## config.mk

```make
export PLATFORM = sky130hd
export DESIGN_NAME = exti_router
export DESIGN_NICKNAME = d
export VERILOG_FILES = /design/src/rtl/exti_pkg.sv /design/src/rtl/exti_cfg_regs.sv /design/src/rtl/exti_line.sv /design/src/rtl/exti_router.sv
export SDC_FILE = /design/constraint.sdc
export NUM_CORES = 1
export LEC_CHECK = 0
export BUFFER_PORTS_ARGS = -buffer_cell sky130_fd_sc_hd__clkbuf_2
export CAP_MARGIN = 5
export CORE_MARGIN = 2
export CORE_UTILIZATION = 59
export CTS_CLUSTER_DIAMETER = 30
export DETAILED_ROUTE_END_ITERATION = 10
export PLACE_DENSITY = 0.81
export SETUP_SLACK_MARGIN = 0.1
export SYNTH_ARGS = -nofsm -noshare
export SYNTH_HDL_FRONTEND = slang
export SYNTH_HIERARCHICAL = 1
export SYNTH_SLANG_ARGS = --single-unit
```

## constraint.sdc

```tcl
create_clock -name clk_i -period 1.8 [get_ports clk_i]
set_input_delay 0.27 -clock clk_i [delete_from_list [all_inputs] [get_ports clk_i]]
set_output_delay 0.27 -clock clk_i [all_outputs]
set_load 0.03 [all_outputs]
```

## src/rtl/exti_pkg.sv

```systemverilog
`timescale 1ns/1ps
package exti_pkg;
    localparam int LINES        = 16;
    localparam int GROUP        = 4;
    localparam int PINSEL_W     = 2;
    localparam int PSEL_FIELD_W = 4;
    localparam int HALF         = LINES / 2;
    localparam int REG_W        = 32;
    localparam int ADDR_W       = 3;

    typedef enum logic [ADDR_W-1:0] {
        A_PSEL_LO = 3'd0,
        A_PSEL_HI = 3'd1,
        A_PINSEL  = 3'd2,
        A_RISE    = 3'd3,
        A_FALL    = 3'd4,
        A_IEN     = 3'd5,
        A_CLR     = 3'd6
    } reg_addr_e;

    typedef enum logic {
        LN_IDLE = 1'b0,
        LN_PEND = 1'b1
    } line_state_e;
endpackage

```

## src/rtl/exti_cfg_regs.sv

```systemverilog
`timescale 1ns/1ps
module exti_cfg_regs
    import exti_pkg::*;
#(
    parameter int PORT_W = 2
) (
    input  logic                                 clk_i,
    input  logic                                 rst_ni,
    input  logic                                 wr_en_i,
    input  logic [ADDR_W-1:0]                    wr_addr_i,
    input  logic [REG_W-1:0]                     wr_data_i,
    output logic [LINES-1:0][PORT_W-1:0]         port_sel_o,
    output logic [LINES-1:0][PINSEL_W-1:0]       pin_sel_o,
    output logic [LINES-1:0]                     rise_en_o,
    output logic [LINES-1:0]                     fall_en_o,
    output logic [LINES-1:0]                     ien_o,
    output logic [LINES-1:0]                     clr_o
);
    // configuration state, all zero out of reset
    always_ff @(posedge clk_i or negedge rst_ni) begin
        if (!rst_ni) begin
            port_sel_o <= '0;
            pin_sel_o  <= '0;
            rise_en_o  <= '0;
            fall_en_o  <= '0;
            ien_o      <= '0;
        end else if (wr_en_i) begin
            case (reg_addr_e'(wr_addr_i))
                A_PSEL_LO: begin
                    for (int i = 0; i < HALF; i++)
                        port_sel_o[i] <= wr_data_i[i*PSEL_FIELD_W +: PORT_W];
                end
                A_PSEL_HI: begin
                    for (int i = 0; i < HALF; i++)
                        port_sel_o[HALF+i] <= wr_data_i[i*PSEL_FIELD_W +: PORT_W];
                end
                A_PINSEL: pin_sel_o <= wr_data_i[LINES*PINSEL_W-1:0];
                A_RISE:   rise_en_o <= wr_data_i[LINES-1:0];
                A_FALL:   fall_en_o <= wr_data_i[LINES-1:0];
                A_IEN:    ien_o     <= wr_data_i[LINES-1:0];
                default:  ;
            endcase
        end
    end

    // write-one-to-clear strobe, valid only in the write cycle
    always_comb begin
        clr_o = '0;
        if (wr_en_i && (wr_addr_i == A_CLR))
            clr_o = wr_data_i[LINES-1:0];
    end
endmodule

```

## src/rtl/exti_line.sv

```systemverilog
`timescale 1ns/1ps
module exti_line
    import exti_pkg::*;
#(
    parameter int NUM_PORTS = 4,
    parameter int PORT_PINS = 16,
    parameter int PORT_W    = 2,
    parameter int LINE_IDX  = 0
) (
    input  logic                                  clk_i,
    input  logic                                  rst_ni,
    input  logic [NUM_PORTS-1:0][PORT_PINS-1:0]   pin_grid_i,
    input  logic [PORT_W-1:0]                     port_sel_i,
    input  logic [PINSEL_W-1:0]                   pin_sel_i,
    input  logic                                  rise_en_i,
    input  logic                                  fall_en_i,
    input  logic                                  clr_i,
    output logic                                  flag_o
);
    localparam int PIN_W    = $clog2(PORT_PINS);
    localparam int GRP_BASE = (LINE_IDX / GROUP) * GROUP;
    localparam int SRC_W    = PORT_W + PINSEL_W;

    line_state_e        state_q, state_nx;
    logic [PIN_W-1:0]   pin_idx;
    logic [SRC_W-1:0]   src_now, src_q;
    logic               src_val, prev_q;
    logic               moved, hit;

    // pin is confined to the group of this line
    assign pin_idx = PIN_W'(GRP_BASE) + PIN_W'(pin_sel_i);
    assign src_val = pin_grid_i[port_sel_i][pin_idx];
    assign src_now = {port_sel_i, pin_sel_i};
    // source changed since last cycle: reload only, no edge
    assign moved   = (src_now != src_q);
    assign hit     = !moved && ((rise_en_i && !prev_q &&  src_val) ||
                                (fall_en_i &&  prev_q && !src_val));

    always_ff @(posedge clk_i or negedge rst_ni) begin
        if (!rst_ni) begin
            state_q <= LN_IDLE;
            prev_q  <= 1'b0;
            src_q   <= '0;
        end else begin
            state_q <= state_nx;
            prev_q  <= src_val;
            src_q   <= src_now;
        end
    end

    // arm on edge; release on clear unless an edge lands the same cycle
    always_comb begin
        state_nx = state_q;
        unique case (state_q)
            LN_IDLE: if (hit)             state_nx = LN_PEND;
            LN_PEND: if (clr_i && !hit)   state_nx = LN_IDLE;
            default:                      state_nx = LN_IDLE;
        endcase
    end

    always_comb flag_o = (state_q == LN_PEND);
endmodule

```

## src/rtl/exti_router.sv

```systemverilog
`timescale 1ns/1ps
module exti_router
    import exti_pkg::*;
#(
    parameter int NUM_PORTS = 4,
    parameter int PORT_PINS = 16
) (
    input  logic                           clk_i,
    input  logic                           rst_ni,
    input  logic                           wr_en_i,
    input  logic [ADDR_W-1:0]              wr_addr_i,
    input  logic [REG_W-1:0]               wr_data_i,
    input  logic [NUM_PORTS*PORT_PINS-1:0] pins_i,
    output logic [LINES-1:0]               flags_o,
    output logic                           irq_o
);
    localparam int PORT_W = (NUM_PORTS > 1) ? $clog2(NUM_PORTS) : 1;

    if (PORT_PINS < LINES || PORT_W > PSEL_FIELD_W || (1 << PORT_W) != NUM_PORTS) begin : g_bad_cfg
        $error("exti_router: unsupported port geometry");
    end

    logic [NUM_PORTS-1:0][PORT_PINS-1:0] pin_grid;
    logic [LINES-1:0][PORT_W-1:0]        port_sel;
    logic [LINES-1:0][PINSEL_W-1:0]      pin_sel;
    logic [LINES-1:0]                    rise_en, fall_en, ien_en, clr_mask;

    assign pin_grid = pins_i;

    exti_cfg_regs #(.PORT_W(PORT_W)) u_cfg (
        .clk_i      (clk_i),
        .rst_ni     (rst_ni),
        .wr_en_i    (wr_en_i),
        .wr_addr_i  (wr_addr_i),
        .wr_data_i  (wr_data_i),
        .port_sel_o (port_sel),
        .pin_sel_o  (pin_sel),
        .rise_en_o  (rise_en),
        .fall_en_o  (fall_en),
        .ien_o      (ien_en),
        .clr_o      (clr_mask)
    );

    for (genvar n = 0; n < LINES; n++) begin : g_line
        exti_line #(
            .NUM_PORTS (NUM_PORTS),
            .PORT_PINS (PORT_PINS),
            .PORT_W    (PORT_W),
            .LINE_IDX  (n)
        ) u_line (
            .clk_i      (clk_i),
            .rst_ni     (rst_ni),
            .pin_grid_i (pin_grid),
            .port_sel_i (port_sel[n]),
            .pin_sel_i  (pin_sel[n]),
            .rise_en_i  (rise_en[n]),
            .fall_en_i  (fall_en[n]),
            .clr_i      (clr_mask[n]),
            .flag_o     (flags_o[n])
        );
    end

    // masking applies to the output only
    assign irq_o = |(flags_o & ien_en);
endmodule

```

==> results.sh, run 1 <==
export IMPL_end_kind="output pin"
export IMPL_worstPathArrival_ns=1.78
export IMPL_die_w_um=140.0
export IMPL_finalMaxSlewViolations=0
export IMPL_vias=7123
export IMPL_num_fill_cells=1188
export IMPL_synth_warnings=6
export IMPL_fp_dieH_um=140.0
export IMPL_start_util_pct=60.51
export IMPL_clk_latency_ns=0.52
export IMPL_clk_pin_slew_ns=0.05
export IMPL_syn_area_sq_mm=0.01091
export IMPL_postRouteWirelength_mm=26.72
export IMPL_cts_buffer_depth=3
export IMPL_finalCritPeriodShare_pct=113.9
export IMPL_worst_pin_slew_ns=0.6395
export IMPL_worstReg2RegEnd="g_line[15].u_line/flag_o$_DFF_PN0_"
export IMPL_fin_util_pct=73.59
export IMPL_ant_nets=0
export IMPL_path_buf_inv=1
export IMPL_cts_root_buf="clkbuf_16"
export IMPL_path_depth=4
export IMPL_outcome="finished, violations left"
export IMPL_drive_above_1_share_pct=54.05
export IMPL_irDropWorstVdd_uv=1161
export IMPL_antenna_found_initial=0
export IMPL_yosysUniqueCellTypes=31
export IMPL_p_clk_share_pct=36.7
export IMPL_fin_skew_ns=0.01861
export IMPL_synth_seq_area_share_pct=47.72
export IMPL_cp_start_kind="flop"
export IMPL_hold_violations=0
export IMPL_required_ns=1.53
export IMPL_power_density_mw_per_mm2=1471
export IMPL_p_switching_mw=6.096
export IMPL_n_antenna_cell=0
export IMPL_rrSetupSlack_ns=0.09
export IMPL_hold_start="wr_data_i[22]"
export IMPL_core_area_sq_mm=0.01802
export IMPL_grtUsageTotal_pct=28.09
export IMPL_setup_viol=1
export IMPL_critPathMaxStageDelay_ns=0.44
export IMPL_layout_setup_ws_ns=-0.2496
export IMPL_grt_max_degree=49
export IMPL_nets=999
export IMPL_slowest_stage="dfrtp_2"
export IMPL_pwr_share_seq_pct=37.4
export IMPL_fmax_ghz=0.4879
export IMPL_min_period_ns=2.050
export IMPL_avgSynthCellArea_sq_um=15.21
export IMPL_rr_worst_depth=4
export IMPL_endpoint="irq_o"
export IMPL_cts_tree="built"
export IMPL_vias_per_cell=6.172
export IMPL_pwr_share_comb_pct=25.9
export IMPL_synth_seq_cells=208
export IMPL_crit_start="g_line[13].u_line/flag_o$_DFF_PN0_"
export IMPL_fin_tns_setup_ns=-0.2496
export IMPL_final_cell_mix="191 x dfrtp_1, 116 x clkbuf_2, 97 x mux2_2, 62 x xnor2_1, 59 x mux4_2"
export IMPL_drtIter0Drc=571
export IMPL_slew_headroom_pct=57.21
export IMPL_p_sw_share_pct=31.24
export IMPL_rows=49
export IMPL_hp_class="input port to flop"
export IMPL_io_pins=119
export IMPL_whs_ns=0.01095
export IMPL_path_cells="a22o_1, a221oi_2, nand4_1, clkbuf_8"
export IMPL_critPathMaxFanout=2
export IMPL_wl_per_cell_um=23.15
export IMPL_first_pass_iters=4
export IMPL_area_growth_pct=21.62
export IMPL_critPathKind="flop to output pin"
export IMPL_mostFrequentLayoutCell="dfrtp_1"
export IMPL_first_global_vias=7845
export IMPL_reg2reg_from="u_cfg/port_sel_o[30]$_DFFE_PN0P_"
export IMPL_place_hpwl_mm=18.20
export IMPL_cts_sinks=208
export IMPL_intPower_mw=13.42
export IMPL_remaining_drc_errors=0
export IMPL_cpLargestDelayFamily="compound AO/OA/AOI/OAI gates"
export IMPL_netlist_instances=717
export IMPL_die_area_sq_mm=0.01959
export IMPL_rsz0062_at_grt="true"
export IMPL_cts_htree_levels=2
export IMPL_gp_congestion=0.9355
export IMPL_p_leak_nw=5.645
export IMPL_violations="setup timing"
export IMPL_maxCapViolations=0
export IMPL_regArea_sq_mm=0.005226
export IMPL_cts_inserted_buffers=39
export IMPL_grt_remaining_overflow=0
export IMPL_multi_input_area_sq_mm=0.005281
export IMPL_port_buffers=118
export IMPL_grt_pass1_wl_mm=42.88
export IMPL_synth_fp_nets=819
-- layer usage --
metal / track usage, % / vias up / part of all wire, %
li1: - / 3074 / -
met1: 37.36 / 3707 / 41
met2: 46.29 / 273 / 50
met5: 0 / - / 0
met4: 11.42 / 0 / 3.3
met3: 5.094 / 69 / 5.7
-- worst register-to-register path: stages, from the launching register on --
cell and delay (ns):
dfrtp_2 0.45, mux4_2 0.53, a22oi_2 0.29, a2111o_1 0.22
o311ai_2 0.10
-- cell families (layout without fill, tap and decap cells) --
family / after synthesis / after routing / share of synthesized area (%)
compound gates: 72 / 72 / 8.581
buf+inv: 45 / 253 / 3.384
mux: 176 / 176 / 26.12
xor+xnor: 64 / 64 / 5.139
flops: 208 / 208 / 47.72
simple gates: 152 / 152 / 9.051
-- through the flow --
| step | total power [mW] | std cells | setup WS, ns | area (sq um) |
|---|---|---|---|---|
| final | 19.51 | 1154 | -0.2496 | 13270 |
| after global routing | 20.39 | 1154 | -0.2908 | 13270 |
| after CTS | 19.43 | 1146 | -0.2713 | 13230 |
| after detailed placement | 12.02 | 1066 | -0.01339 | 11830 |
| after global placement | 11.75 | 1066 | 0.04360 | 11830 |
| after floorplan | 10.59 | 717 | 0.1850 | 10910 |
-- cell type report --
type / count / area share, %
clock inverters: 23 / 2.009
flip-flops and latches: 208 / 39.40
well taps: 229 / 2.160
inverters: 16 / 0.4527
multi-input cells: 464 / 39.81
clock buffers: 46 / 7.857
repair buffers: 168 / 8.310
-- sequential cells by signal, summed over array words and instances, names as in the netlist --
| name | cells |
|---|---|
| u_cfg/pin_sel_o | 32 |
| g_line.u_line/prev_q | 16 |
| u_cfg/rise_en_o | 16 |
| g_line.u_line/flag_o | 16 |
| u_cfg/port_sel_o | 32 |
| g_line.u_line/src_q | 64 |
| u_cfg/ien_o | 16 |
| u_cfg/fall_en_o | 16 |
-- how the worst min path moves through the flow --
| stage | to | slack, ns | cells past startpoint |
|---|---|---|---|
| detailed placement | g_line[13].u_line/src_q[2]$_DFF_PN0_ | 0.24 | 1 |
| global placement | g_line[13].u_line/src_q[0]$_DFF_PN0_ | 0.24 | 1 |
| CTS | u_cfg/pin_sel_o[22]$_DFFE_PN0P_ | 0.0005 | 2 |
| floorplan | g_line[0].u_line/flag_o$_DFF_PN0_ | -0.03 | 0 |
| global route | u_cfg/pin_sel_o[19]$_DFFE_PN0P_ | 0.005 | 2 |
| finish | u_cfg/pin_sel_o[22]$_DFFE_PN0P_ | 0.01 | 2 |
-- cell usage after synthesis --
cell type / instances / area share, %
a2111o_1: 16 / 1.7
a221oi_2: 4 / 0.55
a22o_1: 4 / 0.32
a22oi_2: 32 / 3.7
and2_1: 16 / 0.92
and2_2: 16 / 1.1
and2b_1: 32 / 2.2
and4b_2: 1 / 0.10
and4bb_1: 1 / 0.11
and4bb_2: 1 / 0.11
buf_12: 1 / 0.18
buf_2: 3 / 0.14
buf_6: 24 / 2.5
clkbuf_1: 1 / 0.034
dfrtp_1: 208 / 48
inv_1: 16 / 0.55
mux2_1: 8 / 0.83
mux2_2: 97 / 10
mux2_4: 7 / 0.96
mux4_1: 32 / 7.7
mux4_2: 32 / 6.6
nand2_1: 16 / 0.55
nand2_2: 16 / 0.92
nand2b_1: 16 / 0.92
nand4_1: 17 / 0.98
nand4b_2: 2 / 0.28
nor2_1: 16 / 0.55
nor4b_4: 1 / 0.22
nor4bb_1: 1 / 0.092
o311ai_2: 16 / 2.4
xnor2_1: 64 / 5.1
-- power groups by stage --
| stage | clock (mW) | sequential [mW] | combinational, mW |
|---|---|---|---|
| after floorplan | 0 | 7.14 | 3.45 |
| after global placement | 0 | 7.19 | 4.56 |
| after detailed placement | 0 | 7.30 | 4.72 |
| after CTS | 7.27 | 7.27 | 4.89 |
| after global routing | 7.51 | 7.49 | 5.39 |
| final | 7.16 | 7.30 | 5.05 |
-- repair_timing --
action                                  4_1_cts  5_1_grt
pin swaps                                    13       41
gates resized for setup                      29       22
hold buffers                                  6        0
setup buffers                                 5        8
endpoints found under the hold margin        47        0
endpoints found under the setup margin       16       16
No activity file was read; power rests on OpenSTA's default activity.
==> inputs of run 2 (changes only) <==
- CORE_ASPECT_RATIO: unset -> 1.75
- RECOVER_POWER: unset -> 25
==> results.sh, run 2 (same netlist as run 1, synthesis figures left out) <==
export IMPL_n_antenna_cell=0
export IMPL_slew_headroom_pct=6.102
export IMPL_num_fill_cells=1220
export IMPL_rrSetupSlack_ns=-0.01
export IMPL_worstReg2RegEnd="g_line[5].u_line/flag_o$_DFF_PN0_"
export IMPL_grt_max_degree=55
export IMPL_finalMaxSlewViolations=0
export IMPL_finalCritPeriodShare_pct=117.6
export IMPL_cts_sinks=208
export IMPL_mostFrequentLayoutCell="dfrtp_1"
export IMPL_pre_cts_ws_ns=-0.01685
export IMPL_regArea_sq_mm=0.005219
export IMPL_drive_above_1_share_pct=52.42
export IMPL_vias=7150
export IMPL_cts_buffer_depth=3
export IMPL_ant_nets=0
export IMPL_required_ns=1.53
export IMPL_rr_worst_depth=5
export IMPL_maxCapViolations=0
export IMPL_p_leak_nw=5.507
export IMPL_irDropWorstVdd_uv=1185
export IMPL_grt_remaining_overflow=0
export IMPL_final_cell_mix="197 x dfrtp_1, 116 x clkbuf_2, 97 x mux2_2, 64 x xnor2_1, 61 x mux4_2"
export IMPL_end_kind="output pin"
export IMPL_first_pass_iters=4
export IMPL_grt_pass1_wl_mm=42.25
export IMPL_wl_per_cell_um=23.60
export IMPL_dpl_cell_area_sq_mm=0.01181
export IMPL_worstPathArrival_ns=1.85
export IMPL_area_growth_pct=18.84
export IMPL_min_period_ns=2.117
export IMPL_cts_tree="built"
export IMPL_multi_input_area_sq_mm=0.005259
export IMPL_cts_inserted_buffers=27
export IMPL_crit_start="g_line[13].u_line/flag_o$_DFF_PN0_"
export IMPL_die_w_um=106.8
export IMPL_hold_violations=0
export IMPL_outcome="finished, violations left"
export IMPL_total_power_mw=18.13
export IMPL_fmax_ghz=0.4723
export IMPL_critPathMaxFanout=2
export IMPL_path_cells="a22o_1, a221oi_2, nand4_1, clkbuf_8"
export IMPL_fin_skew_ns=0.01302
export IMPL_hp_class="input port to flop"
export IMPL_clk_pin_slew_ns=0.06
export IMPL_largest_reg_flops=64
export IMPL_grtUsageTotal_pct=28.30
export IMPL_max_flop_register="g_line.u_line/src_q"
export IMPL_core_area_sq_mm=0.01805
export IMPL_endpoint="irq_o"
export IMPL_remaining_drc_errors=0
export IMPL_layout_setup_ws_ns=-0.3173
export IMPL_critPathKind="flop to output pin"
export IMPL_antenna_found_initial=0
export IMPL_reg2reg_from="u_cfg/port_sel_o[10]$_DFFE_PN0P_"
export IMPL_drtIter0Drc=393
export IMPL_critPathMaxStageDelay_ns=0.46
export IMPL_cts_htree_levels=1
export IMPL_vias_per_cell=6.261
export IMPL_clk_latency_ns=0.53
export IMPL_cts_root_buf="clkbuf_16"
export IMPL_violations="setup timing"
export IMPL_whs_ns=0.01698
export IMPL_port_buffers=118
export IMPL_worst_pin_slew_ns=1.408
export IMPL_nets=989
export IMPL_die_area_sq_mm=0.01963
export IMPL_fp_dieH_um=183.9
export IMPL_fin_area_sq_mm=0.01296
export IMPL_gp_congestion=0.9067
export IMPL_postRouteWirelength_mm=26.95
export IMPL_first_global_vias=7871
export IMPL_setup_viol=2
export IMPL_rsz0062_at_grt="true"
export IMPL_cp_start_kind="flop"
export IMPL_power_density_mw_per_mm2=1399
export IMPL_slowest_stage="dfrtp_2"
export IMPL_io_pins=119
export IMPL_place_hpwl_mm=18.84
export IMPL_rows=65
export IMPL_largestRegisters="g_line.u_line/src_q (64), u_cfg/pin_sel_o (32), u_cfg/port_sel_o (32)"
export IMPL_start_util_pct=60.41
-- run 2: changes by cell type in the layout (fill, tap and decap cells not counted), moves of 4 or more --
cell | previous run | this run
buf_4 | 35 | 31
clkbuf_16 | 39 | 27
inv_8 | 1 | 5
inv_6 | 5 | 1
dfrtp_1 | 191 | 197
clkinvlp_4 | 6 | 1
dfrtp_2 | 17 | 11
-- run 2: through the flow --
stage          std cells  utilization [%]  setup TNS, ns
2_1_floorplan        717                -              0
3_3_place_gp        1062            65.40              0
3_5_place_dp        1062            65.40       -0.02691
4_1_cts             1132            71.72        -0.3145
5_1_grt             1142            71.79        -0.5610
6_report            1142            71.79        -0.3240
-- run 2: where the power goes --
| part | leakage (nW) | switching, mW | total (mW) | internal [mW] |
|---|---|---|---|---|
| Clock | 0.486 | 2.12 | 5.72 | 3.61 |
| Combinational | 2.54 | 2.34 | 5.09 | 2.76 |
| Sequential | 2.48 | 1.41 | 7.31 | 5.90 |
| Total | 5.51 | 5.86 | 18.1 | 12.3 |
-- run 2: critical path, delay by kind of cell (launching register included) --
family | cells | cell delay [ns]
AO/OA/AOI/OAI | 2 | 0.45
flip-flops | 1 | 0.46
buffers and inverters | 1 | 0.21
AND/OR/NAND/NOR | 1 | 0.20
-- run 2: what timing repair did --
| item | 4_1_cts | 5_1_grt |
|---|---|---|
| endpoints found under the setup margin | 18 | 17 |
| setup buffers | 11 | 10 |
| hold endpoints to repair | 56 | 0 |
| resized for setup | 35 | 16 |
| pin swaps | 21 | 39 |
| hold buffers | 9 | 0 |
-- run 2: worst min-delay path by stage --
stage,start,end,slack [ns],cells past startpoint
after global placement,rst_ni,u_cfg/pin_sel_o[18]$_DFFE_PN0P_,0.27,1
final,wr_data_i[25],u_cfg/port_sel_o[29]$_DFFE_PN0P_,0.02,2
after CTS,wr_data_i[25],u_cfg/pin_sel_o[25]$_DFFE_PN0P_,0.006,2
after detailed placement,rst_ni,g_line[0].u_line/src_q[1]$_DFF_PN0_,0.27,1
after floorplan,rst_ni,g_line[0].u_line/flag_o$_DFF_PN0_,-0.03,0
after global routing,wr_data_i[29],u_cfg/port_sel_o[31]$_DFFE_PN0P_,0.02,2
-- run 2: routing by layer --
| metal | GRT usage (%) | wire length, um | vias to the layer above |
|---|---|---|---|
| li1 | - | - | 3042 |
| met1 | 29.64 | 9020 | 3683 |
| met2 | 53.89 | 15210 | 313 |
| met3 | 4.112 | 1344 | 112 |
| met4 | 14.29 | 1380 | 0 |
| met5 | 0 | 0 | - |
-- run 2: layout make-up --
cell class / count / share of cell area [%]
inverters: 16 / 0.4634
multi-input cells: 464 / 40.57
well taps: 234 / 2.259
flip-flops and latches: 208 / 40.26
clock inverters: 20 / 2.085
repair buffers: 170 / 8.900
clock buffers: 30 / 5.454
==> inputs of run 3 (changes only) <==
- PLACE_DENSITY: 0.81 -> unset
- PLACE_DENSITY_LB_ADDON: unset -> 0.25
==> results.sh, run 3 (same netlist as run 1, synthesis figures left out) <==
export IMPL_num_fill_cells=1245
export IMPL_critPathKind="flop to output pin"
export IMPL_whs_ns=0.01097
export IMPL_end_kind="output pin"
export IMPL_largestRegisters="g_line.u_line/src_q (64), u_cfg/pin_sel_o (32), u_cfg/port_sel_o (32)"
export IMPL_crit_start="g_line[13].u_line/flag_o$_DFF_PN0_"
export IMPL_mostFrequentLayoutCell="dfrtp_1"
export IMPL_reg2reg_from="u_cfg/port_sel_o[8]$_DFFE_PN0P_"
export IMPL_fin_skew_ns=0.01614
export IMPL_antenna_found_initial=0
export IMPL_path_cells="a22o_1, a221oi_2, nand4_1, clkbuf_8"
export IMPL_cts_inserted_buffers=35
export IMPL_cts_root_buf="clkbuf_16"
export IMPL_first_global_vias=7777
export IMPL_pre_cts_ws_ns=0.02342
export IMPL_io_pins=119
export IMPL_vias_per_cell=6.094
export IMPL_cts_htree_levels=2
export IMPL_rsz0062_at_grt="true"
export IMPL_fp_dieH_um=183.9
export IMPL_max_flop_register="g_line.u_line/src_q"
export IMPL_hp_class="input port to flop"
export IMPL_worstPathArrival_ns=1.82
export IMPL_power_density_mw_per_mm2=1454
export IMPL_cts_sinks=208
export IMPL_port_buffers=118
export IMPL_gp_congestion=0.9425
export IMPL_hold_start="wr_data_i[19]"
export IMPL_fmax_ghz=0.4790
export IMPL_die_w_um=106.8
export IMPL_grtUsageTotal_pct=28.26
export IMPL_finalMaxSlewViolations=0
export IMPL_slowest_stage="dfrtp_2"
export IMPL_irDropWorstVdd_uv=1030
export IMPL_critPathMaxStageDelay_ns=0.44
export IMPL_start_util_pct=60.41
export IMPL_p_leak_nw=5.541
export IMPL_worst_pin_slew_ns=0.7761
export IMPL_nets=985
export IMPL_core_area_sq_mm=0.01805
export IMPL_area_growth_pct=19.38
export IMPL_outcome="finished, violations left"
export IMPL_grt_pass1_wl_mm=42.08
export IMPL_critPathMaxFanout=2
export IMPL_largest_reg_flops=64
export IMPL_min_period_ns=2.088
export IMPL_path_buf_inv=1
export IMPL_remaining_drc_errors=0
export IMPL_final_cell_mix="206 x dfrtp_1, 117 x clkbuf_2, 97 x mux2_2, 64 x xnor2_1, 63 x mux4_2"
export IMPL_vias=6965
export IMPL_setup_viol=2
export IMPL_die_area_sq_mm=0.01963
export IMPL_first_pass_iters=4
export IMPL_multi_input_area_sq_mm=0.005251
export IMPL_place_hpwl_mm=18.77
export IMPL_postRouteWirelength_mm=26.72
export IMPL_finalCritPeriodShare_pct=116.0
export IMPL_slew_headroom_pct=48.26
export IMPL_ant_nets=0
export IMPL_clk_latency_ns=0.50
export IMPL_total_power_mw=18.93
export IMPL_cp_start_kind="flop"
export IMPL_drive_above_1_share_pct=51.82
export IMPL_drtIter0Drc=365
export IMPL_hold_violations=0
export IMPL_layout_setup_ws_ns=-0.2879
export IMPL_wl_per_cell_um=23.37
export IMPL_cpLargestDelayFamily="compound AO/OA/AOI/OAI gates"
export IMPL_violations="setup timing"
export IMPL_grt_remaining_overflow=0
export IMPL_clk_pin_slew_ns=0.05
export IMPL_required_ns=1.53
export IMPL_regArea_sq_mm=0.005207
export IMPL_cts_buffer_depth=3
export IMPL_fin_util_pct=72.11
export IMPL_rows=65
export IMPL_maxCapViolations=0
export IMPL_n_antenna_cell=0
export IMPL_grt_max_degree=56
export IMPL_cts_tree="built"
==> run 3: changes by cell type in the layout (fill, tap and decap cells not counted), moves of 2 or more <==
cell	previous run	this run
clkbuf_16	27	36
dfrtp_1	197	206
dfrtp_2	11	2
buf_4	31	26
inv_6	1	6
buf_12	11	7
clkinv_2	6	3
clkinv_4	2	5
dlygate4sd3_1	9	6
bufinv_16	5	3
mux4_1	3	1
mux4_2	61	63
==> run 3: area by class of cell <==
type | instances | area share [%]
Multi-Input combinational cell | 464 | 40.33
Sequential cell | 208 | 40.00
Timing Repair Buffer | 158 | 7.669
Clock buffer | 39 | 7.159
Tap cell | 234 | 2.249
Clock inverter | 24 | 2.133
Inverter | 16 | 0.4613
==> run 3: path summary, 6_finish.rpt <==
check,cells after the start,slack (ns),end
setup / recovery,4,-0.29,irq_o
hold / removal,2,0.01,u_cfg/pin_sel_o[19]$_DFFE_PN0P_
setup reg to reg,4,0,g_line[4].u_line/flag_o$_DFF_PN0_
hold reg to reg,0,0.50,g_line[2].u_line/src_q[3]$_DFF_PN0_
max in group asynchronous,3,0.28,u_cfg/pin_sel_o[7]$_DFFE_PN0P_
min in group asynchronous,2,0.39,u_cfg/port_sel_o[22]$_DFFE_PN0P_
==> run 3: metrics by stage <==
stage,cells,cell area [sq um],setup TNS [ns]
after floorplan,717,10910,0
final,1143,13020,-0.2916
after global placement,1064,11790,0
after global routing,1143,13020,-0.5968
after detailed placement,1064,11790,0
after CTS,1137,13080,-0.3235
==> run 3: worst reg2reg max path, stage by stage, from the launching register on <==
cell,delay [ns]
dfrtp_1,0.48
mux4_2,0.56
a22oi_2,0.26
a2111o_1,0.25
o311ai_4,0.12
==> run 3: what timing repair did <==
item | in CTS | in global routing
endpoints found under the hold margin | 52 | 0
hold buffers | 6 | 0
pin swaps | 9 | 41
cloned | 0 | 0
setup buffers | 4 | 6
endpoints found under the setup margin | 17 | 17
gates resized for setup | 28 | 24
==> run 3: power breakdown <==
group | switching, mW | total (mW) | internal [mW]
Sequential | 1.39 | 7.29 | 5.90
Combinational | 2.24 | 4.89 | 2.65
Clock | 2.48 | 6.75 | 4.27
==> run 3: per-layer routing <==
layer	GRT usage [%]	routed length, um	vias up
met5	0	0	-
met4	14.18	1400	0
met3	3.758	1260	91
met2	51.77	14630	287
met1	31.82	9428	3550
li1	-	-	3037
